$ cat config.mk
export PLATFORM = sky130hd
export DESIGN_NAME = irqsel_top
export DESIGN_NICKNAME = d
export VERILOG_FILES = /design/src/rtl/irqsel_pkg.sv /design/src/rtl/irqsel_search.sv /design/src/rtl/irqsel_route.sv /design/src/rtl/irqsel_ack.sv /design/src/rtl/irqsel_top.sv
export SDC_FILE = /design/constraint.sdc
export NUM_CORES = 1
export LEC_CHECK = 0
export BUFFER_PORTS_ARGS = -buffer_cell sky130_fd_sc_hd__buf_2
export CELL_PAD_IN_SITES_DETAIL_PLACEMENT = 1
export CELL_PAD_IN_SITES_GLOBAL_PLACEMENT = 1
export CORE_UTILIZATION = 38
export CTS_CLUSTER_SIZE = 8
export DETAILED_ROUTE_END_ITERATION = 16
export PLACE_DENSITY_LB_ADDON = 0.1
export SLEW_MARGIN = 20
export SYNTH_ARGS = -nofsm -noshare
export SYNTH_HDL_FRONTEND = slang
export SYNTH_SLANG_ARGS = --single-unit
$ cat constraint.sdc
create_clock -name clk -period 100.2 [get_ports clk]
set_input_delay 15.03 -clock clk [delete_from_list [all_inputs] [get_ports clk]]
set_output_delay 15.03 -clock clk [all_outputs]
set_load 0.05 [all_outputs]
$ cat src/rtl/irqsel_pkg.sv
// Package: shared constants for the group-aware interrupt arbiter.
// Assumes IDs fit in 10 bits and priorities in 8 bits.
package irqsel_pkg;
    localparam int          ID_W      = 10;
    localparam int          PRIO_W    = 8;
    localparam logic [9:0]  ID_NONE   = 10'd1023;
    localparam logic [9:0]  ID_HIDDEN = 10'd1022;
    localparam logic [8:0]  PRIO_IDLE = 9'h100;
endpackage

$ cat src/rtl/irqsel_search.sv
// Module: combinational best-priority search over all interrupt lines.
// Assumes NUM_IRQ <= 1020. The search starts from the idle value 0x100 and
// takes a candidate only on a strictly better priority, so ties go to the
// lowest line number.
module irqsel_search
    import irqsel_pkg::*;
#(
    parameter int NUM_IRQ = 32
) (
    input  logic [NUM_IRQ-1:0]        pend_i,
    input  logic [NUM_IRQ-1:0]        en_i,
    input  logic [NUM_IRQ-1:0]        grp_i,
    input  logic [NUM_IRQ*PRIO_W-1:0] prio_i,
    output logic [ID_W-1:0]           best_id_o,
    output logic [PRIO_W:0]           best_prio_o,
    output logic                      best_grp_o
);
    logic [NUM_IRQ-1:0] elig;
    logic [PRIO_W-1:0]  prio_a [NUM_IRQ];

    // Per-line eligibility and priority unpacking
    generate
        for (genvar g = 0; g < NUM_IRQ; g++) begin : g_line
            assign elig[g]   = pend_i[g] & en_i[g];
            assign prio_a[g] = prio_i[g*PRIO_W +: PRIO_W];
        end
    endgenerate

    // Linear minimum search, strict compare keeps the lowest ID on ties
    always_comb begin
        best_prio_o = PRIO_IDLE;
        best_id_o   = ID_NONE;
        best_grp_o  = 1'b0;
        for (int i = 0; i < NUM_IRQ; i++) begin
            if (elig[i] && ({1'b0, prio_a[i]} < best_prio_o)) begin
                best_prio_o = {1'b0, prio_a[i]};
                best_id_o   = ID_W'(i);
                best_grp_o  = grp_i[i];
            end
        end
    end
endmodule

$ cat src/rtl/irqsel_route.sv
// Module: registers the current pending interrupt and routes it to the
// normal or fast request wire. Assumes the enables given are already
// reduced to their effective values for the configuration.
module irqsel_route
    import irqsel_pkg::*;
(
    input  logic              clk,
    input  logic              rst_n,
    input  logic [ID_W-1:0]   best_id_i,
    input  logic [PRIO_W:0]   best_prio_i,
    input  logic              best_grp_i,
    input  logic [1:0]        dist_en_i,
    input  logic [3:0]        cpu_ctl_i,
    input  logic [PRIO_W-1:0] mask_i,
    input  logic [PRIO_W:0]   run_prio_i,
    output logic [ID_W-1:0]   cur_id_q,
    output logic [PRIO_W:0]   cur_prio_q,
    output logic              cur_grp_q,
    output logic              irq_q,
    output logic              fiq_q
);
    logic            any_en;
    logic [ID_W-1:0] nxt_id;
    logic [PRIO_W:0] nxt_prio;
    logic            nxt_grp, nxt_irq, nxt_fiq;

    assign any_en = (|dist_en_i) && (|cpu_ctl_i[1:0]);

    // Next pending state and output routing
    always_comb begin
        nxt_id   = ID_NONE;
        nxt_prio = PRIO_IDLE;
        nxt_grp  = 1'b0;
        nxt_irq  = 1'b0;
        nxt_fiq  = 1'b0;
        if (any_en && (best_prio_i < {1'b0, mask_i})) begin
            nxt_id   = best_id_i;
            nxt_prio = best_prio_i;
            nxt_grp  = best_grp_i;
            if ((best_prio_i < run_prio_i) && dist_en_i[best_grp_i]
                && cpu_ctl_i[best_grp_i]) begin
                if (!best_grp_i && cpu_ctl_i[3]) nxt_fiq = 1'b1;
                else                             nxt_irq = 1'b1;
            end
        end
    end

    // State register, synchronous active-low reset
    always_ff @(posedge clk) begin
        if (!rst_n) begin
            cur_id_q   <= ID_NONE;
            cur_prio_q <= PRIO_IDLE;
            cur_grp_q  <= 1'b0;
            irq_q      <= 1'b0;
            fiq_q      <= 1'b0;
        end else begin
            cur_id_q   <= nxt_id;
            cur_prio_q <= nxt_prio;
            cur_grp_q  <= nxt_grp;
            irq_q      <= nxt_irq;
            fiq_q      <= nxt_fiq;
        end
    end

    AST_OFF_QUIET: assert property (@(posedge clk) disable iff (!rst_n)
        !any_en |=> (!irq_q && !fiq_q && cur_id_q == ID_NONE));
    AST_OUT_HAS_WINNER: assert property (@(posedge clk) disable iff (!rst_n)
        (irq_q || fiq_q) |-> (cur_id_q != ID_NONE && cur_prio_q < {1'b0, $past(mask_i)}));
    AST_FIQ_GRP0: assert property (@(posedge clk) disable iff (!rst_n)
        fiq_q |-> (!cur_grp_q && !irq_q));
endmodule

$ cat src/rtl/irqsel_ack.sv
// Module: answers peek and acknowledge reads from the registered pending
// state, hiding the winner from the wrong security state. Assumes the
// active-priority stack is updated elsewhere.
module irqsel_ack
    import irqsel_pkg::*;
(
    input  logic            clk,
    input  logic            rst_n,
    input  logic            grouping_i,
    input  logic            sec_ext_i,
    input  logic            ack_ctl_i,
    input  logic [ID_W-1:0] cur_id_i,
    input  logic [PRIO_W:0] cur_prio_i,
    input  logic            cur_grp_i,
    input  logic [PRIO_W:0] run_prio_i,
    input  logic            rd_req_i,
    input  logic            rd_is_ack_i,
    input  logic            rd_secure_i,
    output logic            rd_valid_q,
    output logic [ID_W-1:0] rd_id_q
);
    logic            sec_view;
    logic [ID_W-1:0] ans;

    assign sec_view = !sec_ext_i || rd_secure_i;

    // Visibility filter and acknowledge priority check
    always_comb begin
        ans = cur_id_i;
        if (cur_id_i != ID_NONE) begin
            if (grouping_i && !cur_grp_i && !sec_view)
                ans = ID_NONE;
            else if (grouping_i && cur_grp_i && sec_view && !ack_ctl_i)
                ans = ID_HIDDEN;
            else if (rd_is_ack_i && (cur_prio_i >= run_prio_i))
                ans = ID_NONE;
        end
    end

    // Read response register
    always_ff @(posedge clk) begin
        if (!rst_n) begin
            rd_valid_q <= 1'b0;
            rd_id_q    <= ID_NONE;
        end else begin
            rd_valid_q <= rd_req_i;
            if (rd_req_i) rd_id_q <= ans;
        end
    end

    AST_RD_LATENCY: assert property (@(posedge clk) disable iff (!rst_n)
        rd_req_i |=> rd_valid_q);
    AST_NS_GRP0_HIDDEN: assert property (@(posedge clk) disable iff (!rst_n)
        (rd_req_i && grouping_i && sec_ext_i && !rd_secure_i && !cur_grp_i)
        |=> (rd_id_q == ID_NONE));
    AST_ACK_LOW_PRIO: assert property (@(posedge clk) disable iff (!rst_n)
        (rd_req_i && rd_is_ack_i && cur_prio_i >= run_prio_i) |=> (rd_id_q >= ID_HIDDEN));
    AST_GRP1_SEC_CODE: assert property (@(posedge clk) disable iff (!rst_n)
        (rd_req_i && grouping_i && cur_grp_i && cur_id_i != ID_NONE && sec_view && !ack_ctl_i)
        |=> (rd_id_q == ID_HIDDEN));
endmodule

$ cat src/rtl/irqsel_top.sv
// Module: top of the group-aware interrupt arbiter for one processor.
// Reduces the control bits to their effective values for the configuration,
// then chains search, routing and read filtering. Assumes stable cfg inputs.
module irqsel_top
    import irqsel_pkg::*;
#(
    parameter int NUM_IRQ = 32
) (
    input  logic                      clk,
    input  logic                      rst_n,
    input  logic                      cfg_sec_ext,
    input  logic                      cfg_rev2,
    input  logic [1:0]                dist_grp_en,
    input  logic [3:0]                cpu_ctl,
    input  logic [PRIO_W-1:0]         prio_mask,
    input  logic [PRIO_W:0]           run_prio,
    input  logic [NUM_IRQ-1:0]        irq_pend,
    input  logic [NUM_IRQ-1:0]        irq_en,
    input  logic [NUM_IRQ-1:0]        irq_grp,
    input  logic [NUM_IRQ*PRIO_W-1:0] irq_prio,
    input  logic                      rd_req,
    input  logic                      rd_is_ack,
    input  logic                      rd_secure,
    output logic                      irq_o,
    output logic                      fiq_o,
    output logic                      rd_valid,
    output logic [ID_W-1:0]           rd_id
);
    logic                grouping;
    logic [1:0]          dist_eff;
    logic [3:0]          cpu_eff;
    logic [NUM_IRQ-1:0]  grp_eff;
    logic [ID_W-1:0]     best_id, cur_id;
    logic [PRIO_W:0]     best_prio, cur_prio;
    logic                best_grp, cur_grp;

    // Without grouping every line is group 0 and only bit 0 enables count
    assign grouping = cfg_rev2 || cfg_sec_ext;
    assign dist_eff = grouping ? dist_grp_en : {1'b0, dist_grp_en[0]};
    assign cpu_eff  = grouping ? cpu_ctl     : {3'b000, cpu_ctl[0]};
    assign grp_eff  = irq_grp & {NUM_IRQ{grouping}};

    irqsel_search #(.NUM_IRQ(NUM_IRQ)) u_search (
        .pend_i(irq_pend), .en_i(irq_en), .grp_i(grp_eff), .prio_i(irq_prio),
        .best_id_o(best_id), .best_prio_o(best_prio), .best_grp_o(best_grp)
    );

    irqsel_route u_route (
        .clk(clk), .rst_n(rst_n),
        .best_id_i(best_id), .best_prio_i(best_prio), .best_grp_i(best_grp),
        .dist_en_i(dist_eff), .cpu_ctl_i(cpu_eff), .mask_i(prio_mask),
        .run_prio_i(run_prio),
        .cur_id_q(cur_id), .cur_prio_q(cur_prio), .cur_grp_q(cur_grp),
        .irq_q(irq_o), .fiq_q(fiq_o)
    );

    irqsel_ack u_ack (
        .clk(clk), .rst_n(rst_n),
        .grouping_i(grouping), .sec_ext_i(cfg_sec_ext), .ack_ctl_i(cpu_eff[2]),
        .cur_id_i(cur_id), .cur_prio_i(cur_prio), .cur_grp_i(cur_grp),
        .run_prio_i(run_prio),
        .rd_req_i(rd_req), .rd_is_ack_i(rd_is_ack), .rd_secure_i(rd_secure),
        .rd_valid_q(rd_valid), .rd_id_q(rd_id)
    );

    AST_NO_GROUPING_IRQ_ONLY: assert property (@(posedge clk) disable iff (!rst_n)
        (!cfg_rev2 && !cfg_sec_ext && $past(!cfg_rev2 && !cfg_sec_ext)) |-> !fiq_o);
endmodule

==> metrics.csv <==
metric,value,unit
status,"finished, final reports clean",
worst min path class,reg -> reg,
clock buffer depth,2,
CTS tree,done,
Post CTS Setup Buffer Count,0,
die area,35600,µm²
I/O Pins,395,
hold wc startpoint,u_ack.rd_id_q[0],
RR Startpoint,u_route.cur_prio_q[0],
Total GRT Usage,27.9,%
"most used cell, CP",a21o_1,
largest net degree at the start of global routing,20,
H-tree Lvls,1,
Storage cell area,480,µm²
# resized after CTS,0,
slowest CP cell,nor3b_2,
DRT Pass-1 Iters,4,
Num Clock Sinks,24,
RSZ-0062 raised after global routing,no,
clock latency at the later pin of the worst-skew pair,0.26,ns
Synth Instances,1886,
initial antenna violation count,19,
worst relative slew slack,30.1,%
Worst EP required,100.35,ns
"Distinct cells, synth",107,
Detailed Place HPWL,46.0,mm
netlist area before placement,13200,µm²
"slowest stage delay, CP",0.84,ns
skew final,0.00129,ns
Antenna Nets Post-Route,0,
grt total ovfl,0,
top achievable clock speed,11.4,MHz
Setup Crit Path Kind,in -> reg,
Post-synth ARST share,0,%
Synthesized Nets,2480,
final net count,2844,
final setup vio count,0,
global-route wire length before repair,81.8,mm
core area,34500,µm²
Clock transition at path regs,0.06,ns
Root Driver,clkbuf_16,
multi-input logic area,11800,µm²
# port buffers,394,
"commonest non-fill, non-tap cell in the layout",buf_2,
layout cells sized above 1,23.7,%
Worst Path Arrival,87.99,ns
vias after detailed routing,15800,
minimum clock period,87.84,ns
count of final max-slew check failures,0,
fin crit share,87.7,%
setup TNS,0,ns
number of global-route vias before repair,16400,
mean post-synth cell area,7.02,µm²
register area share after synthesis,3.63,%
Post-CTS Hold Buffers,0,
DR vias/cell,5.83,
MaxCap Viol Count,0,
CP Launch Type,primary input,
drt total wl,51.7,mm
worst setup path start,irq_pend[0],
die width,189,µm
TritonCTS buffer count,3,
"Area growth, synth to finish",19.1,%
Placer Congestion,0.933,
number of synthesized flops with an enable pin,0,
Final Hold Viols,0,
Die Y,189,µm
Yosys reg bits,24,
Initial Utilization,38.4,%
most frequent cells in the layout,"buf_2 (394), ha_1 (212), inv_1 (210)",
yosys warns,0,
Detailed Route Iter0 Violations,648,
Synth Flop Type,dfxtp_1,
drt drc,0,
Slew @ Worst Pin,1.04,ns
row count,68,
Crit. End Element,flip-flop,
fill cell count,4657,
routed len/inst,19.0,µm
crit path max fanout,19,
-- synth_stat cells, drive strengths merged, types with 29 or more instances --
cell type / count / area share, %
nor3: 33 / 1.3
o21ai: 144 / 5.5
ha: 212 / 20
a21oi: 147 / 5.9
nor2b: 31 / 1.5
nor2: 132 / 3.7
inv: 210 / 6.0
nand3: 33 / 1.2
a211oi: 29 / 1.8
nand4: 37 / 1.7
nand2: 193 / 5.5
mux2: 58 / 5.1
mux2i: 64 / 4.9
o211ai: 32 / 1.9
a21o: 90 / 5.1
-- cells by family after synthesis --
family	count (synthesis)	synth area share [%]
flops	24	3.63
mux	122	9.94
buf+inv	253	7.57
compound gates	685	36.7
fa+ha+maj	213	20.1
simple gates	589	22.0
-- path summary, 6_finish.rpt --
check | endpoint | slack [ns] | cells past startpoint
min | u_ack.rd_id_q[0] | 0.49 | 2
max | u_route.irq_q | 12.36 | 318
max reg2reg | u_ack.rd_id_q[2] | 97.56 | 17
min reg2reg | u_ack.rd_id_q[0] | 0.49 | 2
-- area by class of cell --
class	count	area share [%]
inverter	210	5.00
sequential	24	3.05
timing repair buffer	402	12.9
multi-input combinational	1609	74.6
tap	455	3.61
clock inverter	1	0.190
clock buffer	3	0.476
antenna	11	0.175
-- layer usage --
metal / track usage, % / wire length, µm
met5: 0 / 107
met1: 35.2 / 23700
met2: 49.3 / 24300
met4: 8.37 / 1470
met3: 2.92 / 2030
-- metrics by stage --
step | cell area [µm²] | hold WS [ns] | instances | utilization, % | setup slack, ns
4_1_cts | 15700 | 0.496 | 2704 | 45.7 | 12.71
6_report | 15800 | 0.487 | 2715 | 45.8 | 12.36
3_3_place_gp | 15600 | 0.466 | 2700 | 45.4 | 15.33
5_1_grt | 15800 | 0.523 | 2712 | 45.7 | 5.82
3_5_place_dp | 15600 | 0.481 | 2700 | 45.4 | 12.64
2_1_floorplan | 13200 | 0.455 | 1886 | - | 21.74
-- state kept, by name (all words and copies together), names as in the netlist --
signal,count
u_route.cur_grp_q,1
u_route.cur_prio_q,8
u_route.irq_q,1
u_route.fiq_q,1
u_ack.rd_id_q,6
u_route.cur_id_q,6
u_ack.rd_valid_q,1
-- worst max-delay path: cells and delay by family --
kind | cells | cell delay [ns]
fa+ha+maj | 32 | 9.42
compound gates | 163 | 36.83
mux | 17 | 5.55
simple gates | 76 | 17.51
buf+inv | 30 | 3.53
Power is not shown: default switching activity piles up to over one toggle a cycle in this logic, so the estimate is an artifact.
